==> src/rtl/run_labeller.sv <==
module run_labeller #(
  parameter int IMG_W = 32,
  parameter int CW    = 2,
  parameter int LW    = 6,
  parameter int YW    = 10,
  parameter int NCAND = 4,
  localparam int XW   = $clog2(IMG_W),
  localparam int NCW  = $clog2(NCAND + 1)
) (
  input  logic           clk,
  input  logic           rst_n,
  input  logic           pix_valid,
  input  logic           pix_sof,
  input  logic [CW-1:0]  pix_color,
  output logic           run_valid,
  output logic [LW-1:0]  run_label,
  output logic [CW-1:0]  run_color,
  output logic [XW-1:0]  run_x0,
  output logic [XW-1:0]  run_x1,
  output logic [YW-1:0]  run_row,
  output logic [NCW-1:0] run_ncand,
  output logic           lbl_overflow
);
  localparam int KW = XW + 1;
  localparam logic [LW:0] LMAX = {1'b0, {LW{1'b1}}};

  typedef struct packed {
    logic [LW-1:0]  lbl;
    logic [CW-1:0]  clr;
    logic [XW-1:0]  x0;
    logic [XW-1:0]  x1;
    logic [YW-1:0]  y;
    logic [NCW-1:0] nc;
  } rec_t;

  function automatic logic [LW-1:0] pick(input logic [NCAND-1:0] v,
                                         input logic [NCAND-1:0][LW-1:0] l,
                                         input logic [NCAND-1:0][KW-1:0] n);
    logic [LW-1:0] bl;
    logic [KW-1:0] bn;
    logic any;
    bl = '0; bn = '0; any = 1'b0;
    for (int i = 0; i < NCAND; i++)
      if (v[i] && (!any || n[i] > bn || (n[i] == bn && l[i] < bl))) begin
        any = 1'b1; bl = l[i]; bn = n[i];
      end
    return bl;
  endfunction

  logic [CW-1:0] buf_c [IMG_W];
  logic [LW-1:0] buf_l [IMG_W];

  logic act, first_row;
  logic [XW-1:0] col;
  logic [YW-1:0] row;
  logic [CW-1:0] r_col;
  logic [XW-1:0] r_x0;
  logic [NCAND-1:0]         c_v, u_v;
  logic [NCAND-1:0][LW-1:0] c_l, u_l;
  logic [NCAND-1:0][KW-1:0] c_n, u_n;
  logic [LW:0] nl, nl_b;
  rec_t rec_a, rec_b, pend, out_r;
  logic pend_v;

  logic take, top, sol, eol, cont, link, close_a, close_b;
  logic [XW-1:0] cx, b_x0;
  logic [YW-1:0] cy;
  logic [CW-1:0] ac;
  logic [LW-1:0] al;

  assign take    = pix_valid & (pix_sof | act);
  assign cx      = pix_sof ? '0 : col;
  assign cy      = pix_sof ? '0 : row;
  assign top     = pix_sof | first_row;
  assign ac      = top ? '0 : buf_c[cx];
  assign al      = buf_l[cx];
  assign sol     = (cx == '0);
  assign eol     = (cx == XW'(IMG_W - 1));
  assign cont    = !sol && (pix_color == r_col);
  assign link    = (pix_color != '0) && (ac == pix_color);
  assign close_a = take && !cont && !sol;
  assign close_b = take && eol;
  assign b_x0    = cont ? r_x0 : cx;

  always_comb begin
    logic found;
    u_v = cont ? c_v : '0;
    u_l = cont ? c_l : '0;
    u_n = cont ? c_n : '0;
    found = 1'b0;
    if (link) begin
      for (int i = 0; i < NCAND; i++)
        if (!found && u_v[i] && u_l[i] == al) begin
          u_n[i] = u_n[i] + 1'b1;
          found = 1'b1;
        end
      for (int i = 0; i < NCAND; i++)
        if (!found && !u_v[i]) begin
          u_v[i] = 1'b1; u_l[i] = al; u_n[i] = KW'(1);
          found = 1'b1;
        end
    end
  end

  logic [NCW-1:0] nca, ncb;
  logic need_a, need_b, ok_a, ok_b, keep_a, keep_b;
  logic [LW-1:0] lab_a, lab_b;

  assign nca    = NCW'($countones(c_v));
  assign ncb    = NCW'($countones(u_v));
  assign need_a = close_a && r_col != '0 && nca == '0;
  assign ok_a   = nl <= LMAX;
  assign nl_b   = nl + {{LW{1'b0}}, need_a & ok_a};
  assign need_b = close_b && pix_color != '0 && ncb == '0;
  assign ok_b   = nl_b <= LMAX;
  assign keep_a = close_a && r_col != '0 && (nca != '0 || ok_a);
  assign keep_b = close_b && pix_color != '0 && (ncb != '0 || ok_b);
  assign lab_a  = !keep_a ? '0 : (nca != '0) ? pick(c_v, c_l, c_n) : nl[LW-1:0];
  assign lab_b  = !keep_b ? '0 : (ncb != '0) ? pick(u_v, u_l, u_n) : nl_b[LW-1:0];

  assign rec_a = '{lbl: lab_a, clr: r_col, x0: r_x0, x1: cx - 1'b1, y: cy, nc: nca};
  assign rec_b = '{lbl: lab_b, clr: pix_color, x0: b_x0, x1: cx, y: cy, nc: ncb};

  always_ff @(posedge clk)
    for (int i = 0; i < IMG_W; i++) begin
      if (close_a && XW'(i) >= r_x0 && XW'(i) < cx) begin
        buf_c[i] <= keep_a ? r_col : '0;
        buf_l[i] <= lab_a;
      end
      if (close_b && XW'(i) >= b_x0) begin
        buf_c[i] <= keep_b ? pix_color : '0;
        buf_l[i] <= lab_b;
      end
    end

  always_ff @(posedge clk) begin
    if (!rst_n) begin
      act <= 1'b0; first_row <= 1'b0; col <= '0; row <= '0;
      r_col <= '0; r_x0 <= '0; c_v <= '0; c_l <= '0; c_n <= '0;
      nl <= (LW+1)'(1); lbl_overflow <= 1'b0;
      run_valid <= 1'b0; out_r <= '0; pend <= '0; pend_v <= 1'b0;
    end else begin
      if (take) begin
        act       <= 1'b1;
        col       <= eol ? '0 : cx + 1'b1;
        row       <= eol ? cy + 1'b1 : cy;
        first_row <= top && !eol;
        r_col     <= pix_color;
        r_x0      <= b_x0;
        c_v <= u_v; c_l <= u_l; c_n <= u_n;
        nl  <= pix_sof ? (LW+1)'(1) : nl_b + {{LW{1'b0}}, need_b & ok_b};
        lbl_overflow <= !pix_sof &&
                        (lbl_overflow | (need_a & !ok_a) | (need_b & !ok_b));
      end
      if (pend_v) begin
        run_valid <= 1'b1; out_r <= pend; pend_v <= 1'b0;
      end else if (keep_a) begin
        run_valid <= 1'b1; out_r <= rec_a; pend <= rec_b; pend_v <= keep_b;
      end else if (keep_b) begin
        run_valid <= 1'b1; out_r <= rec_b;
      end else begin
        run_valid <= 1'b0;
      end
    end
  end

  assign run_label = out_r.lbl;
  assign run_color = out_r.clr;
  assign run_x0    = out_r.x0;
  assign run_x1    = out_r.x1;
  assign run_row   = out_r.y;
  assign run_ncand = out_r.nc;
endmodule


==> config.mk <==
export PLATFORM = sky130hd
export DESIGN_NAME = run_labeller
export DESIGN_NICKNAME = d
export VERILOG_FILES = /design/src/rtl/run_labeller.sv
export SDC_FILE = /design/constraint.sdc
export NUM_CORES = 1
export LEC_CHECK = 0
export ABC_AREA = 0
export BUFFER_PORTS_ARGS = -buffer_cell sky130_fd_sc_hd__buf_2
export CORE_UTILIZATION = 25
export CTS_CLUSTER_DIAMETER = 60
export DETAILED_ROUTE_END_ITERATION = 10
export GPL_ROUTABILITY_DRIVEN = 0
export PLACE_DENSITY = 0.5
export RECOVER_POWER = 100
export SYNTH_ARGS = -nofsm -noshare
export SYNTH_HDL_FRONTEND = slang
export SYNTH_SLANG_ARGS = --single-unit
==> constraint.sdc <==
create_clock -name clk -period 31.4 [get_ports clk]
set_input_delay 1.57 -clock clk [delete_from_list [all_inputs] [get_ports clk]]
set_output_delay 1.57 -clock clk [all_outputs]
set_load 0.02 [all_outputs]
==> results of run 1 <==
how the worst min path moves through the flow:
stage | startpoint | end | slack, ns
after floorplan | pend[10] | pend[10] | 0.44
after global placement | pend[3] | pend[3] | 0.44
after detailed placement | pend[3] | pend[3] | 0.45
after CTS | pend[3] | pend[3] | 0.45
after global routing | pend[10] | pend[10] | 0.46
final | pend[3] | pend[3] | 0.45
layer usage:
layer  share of wire  track usage
met1            0.45       0.2372
met2            0.46       0.2770
met3           0.059      0.02277
met4           0.026      0.04552
met5               0            0
worst min-delay path, stage by stage (launching register included):
cell and delay [ns]:
dfxtp_1 0.31, nand2_1 0.05, a21oi_1 0.05
logic make-up (layout without fill, tap and decap cells):
logic type,Yosys count,in the layout,synth area share
compound gates,665,665,0.1735
xor+xnor,58,58,0.02030
fa+ha+maj,87,87,0.04411
buf+inv,291,271,0.05451
flops,404,404,0.4257
mux,299,299,0.1222
simple gates,856,856,0.1597
layout make-up:
type	instances	area, um2
well taps	1287	1610
fillers	10530	70960
inverters	74	280.3
clock buffers	64	1365
multi-input cells	1965	13010
flip-flops and latches	404	10650
repair buffers	106	550.5
clock inverters	27	277.8
state kept, by name, summed over array words and instances, names as in the netlist, 3 cells and up:
| register | count |
|---|---|
| c_n | 24 |
| run_x0 | 5 |
| r_x0 | 5 |
| c_l | 24 |
| nl | 7 |
| buf_c | 64 |
| row | 10 |
| run_x1 | 5 |
| run_row | 10 |
| run_label | 6 |
| col | 5 |
| run_ncand | 3 |
| c_v | 4 |
| buf_l | 192 |
| pend | 31 |
report_power, final:
| part | total [mW] | switching, mW | internal, mW | leakage [nW] |
|---|---|---|---|---|
| combinational | 0.0787 | 0.0524 | 0.0262 | 5.22 |
| sequential | 0.571 | 0.00942 | 0.562 | 3.94 |
| clock | 0.584 | 0.250 | 0.334 | 0.810 |
| total | 1.23 | 0.312 | 0.922 | 9.97 |
layout by cell type (no fill, tap or decap), drive strengths merged, types with 27 or more instances in the layout:
cell type and n:
a211oi 42, a21oi 147, a22oi 39, a31oi 39, buf 40, clkbuf 130, dfxtp 148, edfxtp 256
ha 85, inv 78, mux2i 275, nand2 311, nand3 53, nor2 260, nor2b 28, nor3 47
nor3b 33, o21ai 204, o22ai 31, xnor2 31, xor2 27
per-stage QoR:
step           hold slack [ns]  setup WS, ns  std cells  power (mW)  instance area, um2
3_5_place_dp            0.4461         15.66       3836      0.6604               26400
6_report                0.4524         9.257       3927       1.234               27750
4_1_cts                 0.4545         16.30       3927       1.243               28050
3_3_place_gp            0.4410         15.84       3836      0.6605               26400
5_1_grt                 0.4644         7.705       3927       1.271               27750
2_1_floorplan           0.4357         19.20       2660      0.6357               25020
==> results.md, run 1 <==
* Status: finished, violations left
* Failing checks: capacitance limit, slew limit
* Static Leakage at 9.970 nW
* Seq cells post-synth at 404
* Routed Antenna Nets at 0
* Worst path required time at 31.72 ns
* DR vias at 20650
* CTS tree: built
* Crit. End Element: register
* Layout Nets at 2694
* Endpoints failing hold at 0
* Most numerous cell in the Yosys netlist: nand2_1
* Final setup vio count at 0
* Clock tree sinks at 404
* R2r worst-path depth at 51
* Initial antenna violation count at 0
* Yosys warns at 0
* Worst EP arrival at 22.46 ns
* F_max at 0.04516 GHz
* Worst Max-Slew Pin Slew at 3.046 ns
* Post-Route Setup TNS at 0 ns
* Top cells by count, synth: nand2_1, mux2i_1, nor2_1
* Height of the die at 318.3 um
* RSZ-0062 raised after global routing: false
* R2R Setup Slk at 13.73 ns
* Post-synth ARST share at 0
* Number of global-route vias before repair at 19620
* Maximum vdd drop at 0.04026 mV
* Setup crit end: buf_l[5][4]
* Most used DFF post-synth: edfxtp_1
* I/O pin cnt at 39
* CP startpoint: pix_sof
* Die extent in x at 318.3 um
* Period Utilization, post-route at 0.7052
* Mapped Area at 25020 um2
* Top cells by area, synth: edfxtp_1, dfxtp_1, mux2i_1
* Final min period at 22.14 ns
* Reg-to-Reg Start: col[0]
* CP most frequent cell: o21ai_0
* # diodes at 0
* Die area at 101300 um2
* Total routed wirelength at 89.14 mm
* Largest net degree at the start of global routing at 111
* # hold bufs at CTS at 0
* Worst hold path depth at 2
* Row Count at 115
* Slew Viols, Final at 373
* Relative slew slack at -1.030
* Post-Syn Instances at 2660
* Initial Utilization at 0.2535
* CTS H-tree depth at 2
* Post-layout util at 0.2811
* Core ar. at 98710 um2
* Worst-path clk slew at 0.06 ns
* Tot GR Track Use at 0.1708
* Mean area per synthesized cell at 9.406 um2
* Layout cells sized above 1 at 0.07235
* Worst Setup Start Kind: primary input
* Post-CTS setup buffers at 0
* Reg2reg end: buf_l[5][4]
* TritonCTS Buffers at 50
* Post-route clock skew at 0.04806 ns
* First-pass DRT Iterations at 6
* First-pass GRT wire length at 132.8 mm
* GRT Residual Overflow at 0
* Worst setup path class: in2reg
* DR WL/cell at 22.70 um
* Post-Syn Nets at 2753
* Longest Clk Path Bufs at 3
* Sequential fraction of the synthesis area at 0.4257
* Layout Area Growth over Synthesis at 10.91%
* Max cap viols at 16
* CP delay by family, top: simple AND/OR/NAND/NOR gates
* Yosys top cell by area: edfxtp_1
* Post-synth EDFFs at 256
* Crit path buf inv count at 5
* Cts repair resizes at 0
* Post-DR vias/cell at 5.258
* Pwr/cell area at 44.48 nW/um2
* Slowest CP cell: clkbuf_1
* Critical path depth at 51
* DRC viols at 0
* Yosys cell types at 102
* Root buffer cell: clkbuf_16
* CP Max Fanout at 52
* Post-synth top area share at 0.3073
* Largest stage delay on the critical path at 2.16 ns
* Port Buffer Count at 38
* Dpl hpwl at 59.80 mm
* Worst-skew pair later-pin latency at 0.64 ns
* DR iter-0 viols at 2085
* Hold Crit Class: reg2reg
Power figures use the tool's default switching activity.
==> inputs of run 2 (changes only) <==
==> constraint.sdc (replaced) <==
create_clock -name clk -period 21.3 [get_ports clk]
set_input_delay 1.065 -clock clk [delete_from_list [all_inputs] [get_ports clk]]
set_output_delay 1.065 -clock clk [all_outputs]
set_load 0.02 [all_outputs]
==> run 2 against run 1 <==
Net effect: the run still ends with capacitance limit, slew limit left; count of clock-buffer cells in the layout increased by 4; final cell count increased by 0.10%; power increased by 50%; utilization increased by 0.13 points; clock skew decreased by 0.023 ns; routed wire length increased by 0.69%; die area unchanged; sequential power increased by 47%; global-route usage increased by 0.18 points; clock power increased by 53%; register-to-register slack got worse by 9.7 ns; non-clock buffer count decreased by 2; critical endpoint is now buf_l[19][4]; highest routed layer unchanged.
==> results.md, run 2 (synthesized netlist as in run 1, its figures left out) <==
* Status: finished, violations left
* Failing checks: capacitance limit, slew limit
* Initial Utilization at 0.2535 (unchanged)
* R2r worst-path depth at 51 (unchanged)
* CTS H-tree depth at 2 (unchanged)
* Filler instances at 10550 (+0.21%)
* Layout Area Growth over Synthesis at 11.41%
* GRT Residual Overflow at 0 (unchanged)
* Initial antenna violation count at 1 (+1)
* DR WL/cell at 22.83 um (+0.59%)
* Cts repair resizes at 0 (unchanged)
* Post-DR vias/cell at 5.275 (+0.32%)
* Final min period at 17.51 ns
* Worst-skew pair later-pin latency at 0.62 ns (-0.02 ns)
* Crit. End Element: register
* Core ar. at 98710 um2 (unchanged)
* RSZ-0062 raised after global routing: false
* DR vias at 20740 (+0.42%)
* # hold bufs at CTS at 0 (unchanged)
* Period Utilization, post-route at 0.8221
* Largest stage delay on the critical path at 1.52 ns (-0.64 ns)
* Max cap viols at 17 (+1)
* Final setup vio count at 0 (unchanged)
* Slowest CP cell: nor3_1
* Most frequent cells in the layout: nand2_1, mux2i_1, nor2_1
* Slew Viols, Final at 339 (-9.1%)
* First-pass GRT wire length at 134.1 mm (+0.97%)
* Endpoints failing hold at 0 (unchanged)
* Worst setup path class: in2reg
* Longest Clk Path Bufs at 3 (unchanged)
* Worst EP arrival at 17.81 ns (-4.65 ns)
* Worst Max-Slew Pin Slew at 3.120 ns (+0.07404 ns)
* Worst hold path depth at 2 (unchanged)
* DR iter-0 viols at 2261 (+8.4%)
* Worst path required time at 21.60 ns (-10.12 ns)
* CTS tree: built
* Post-CTS setup buffers at 0 (unchanged)
* Die area at 101300 um2 (unchanged)
* Worst-path clk slew at 0.06 ns (about the same)
* Largest register by flop count: buf_l
* Placed insts at 3834 (-0.052%)
* CP Max Fanout at 52 (unchanged)
* Routed Antenna Nets at 0 (unchanged)
* Maximum vdd drop at 0.06006 mV (+49%)
* Die extent in x at 318.3 um (unchanged)
* Dpl hpwl at 59.93 mm (+0.22%)
* Pwr/cell area at 66.39 nW/um2 (+49%)
* Worst Setup Start Kind: primary input
* Total routed wirelength at 89.75 mm (+0.69%)
* Post-Route Setup TNS at 0 ns (unchanged)
* Clock tree sinks at 404 (unchanged)
* Height of the die at 318.3 um (unchanged)
* Relative slew slack at -1.080 (-0.04936)
* F_max at 0.05711 GHz
* DRC viols at 0 (unchanged)
* Hold Crit Class: reg2reg
* Number of global-route vias before repair at 19680 (+0.29%)
* Regs by FF count: buf_l (192), buf_c (64), pend (31)
* First-pass DRT Iterations at 5 (-1)
* Row Count at 115 (unchanged)
* Most common cell after layout, fill and taps aside: nand2_1
* Tot GR Track Use at 0.1726 (+0.001774)
* I/O pin cnt at 39 (unchanged)
* Cell Count, Final, Fillers Out at 3931 (+0.10%)
* Largest net degree at the start of global routing at 111 (unchanged)
* Layout Nets at 2693 (-0.037%)
* Layout cells sized above 1 at 0.07378 (+0.001431)
* Largest register FFs at 192 (unchanged)
* Static Leakage at 9.932 nW (-0.39%)
* Port Buffer Count at 38 (unchanged)
* Pwr Total at 1.851 mW (+50%)
* TritonCTS Buffers at 51 (+2.0%)
* Root buffer cell: clkbuf_16
* Post-route clock skew at 0.02541 ns (-0.02265 ns)
run 2: changes by cell type in the layout (fill, tap and decap cells not counted), sizes merged:
cell	change
buf	+1
clkbuf	+1
clkinvlp	+1
diode	+1
run 2: path summary, 6_finish.rpt:
check	slack [ns]	startpoint	endpoint
worst max-delay path	3.79	pix_sof	buf_l[19][4]
worst min-delay path	0.45	run_x1[0]	run_x1[0]
worst max register to register	4.03	col[0]	buf_l[19][4]
worst min register to register	0.45	run_x1[0]	run_x1[0]
run 2: power breakdown:
group / internal, mW / switching, mW / total (mW)
combinational: 0.0392 / 0.0777 / 0.117
clock: 0.520 / 0.372 / 0.892
sequential: 0.828 / 0.0137 / 0.842
total: 1.39 / 0.464 / 1.85
run 2: area by class of cell:
| cell class | instances | area (um2) | area share |
|---|---|---|---|
| antenna | 1 | 2.502 | 0.00008977 |
| clock buffer | 68 | 1453 | 0.05211 |
| sequential | 404 | 10650 | 0.3821 |
| inverter | 74 | 280.3 | 0.01005 |
| clock inverter | 28 | 272.8 | 0.009785 |
| timing repair buffer | 104 | 546.8 | 0.01962 |
| tap | 1287 | 1610 | 0.05777 |
| multi-input combinational | 1965 | 13060 | 0.4685 |
run 2: critical path, delay by kind of cell:
family / cells / cell delay (ns)
compound gates: 21 / 5.62
fa+ha+maj: 3 / 1.04
buf+inv: 5 / 2.83
mux: 2 / 0.74
simple gates: 20 / 6.35
run 2: metrics by stage:
step	hold slack, ns	util	worst slack (ns)	instance area [um2]
2_1_floorplan	0.4357	-	9.601	25020
3_3_place_gp	0.4412	0.2673	6.265	26390
3_5_place_dp	0.4460	0.2673	6.102	26390
4_1_cts	0.4543	0.2848	6.719	28110
5_1_grt	0.4664	0.2824	2.754	27870
6_report	0.4523	0.2824	3.788	27870
run 2: layer usage:
metal / routed length [um] / vias to the layer above / track usage
met3: 5767 / 149 / 0.02493
li1: - / 9610 / -
met5: 0 / - / 0
met2: 41050 / 763 / 0.2742
met1: 40380 / 10210 / 0.2414
met4: 2557 / 0 / 0.05035
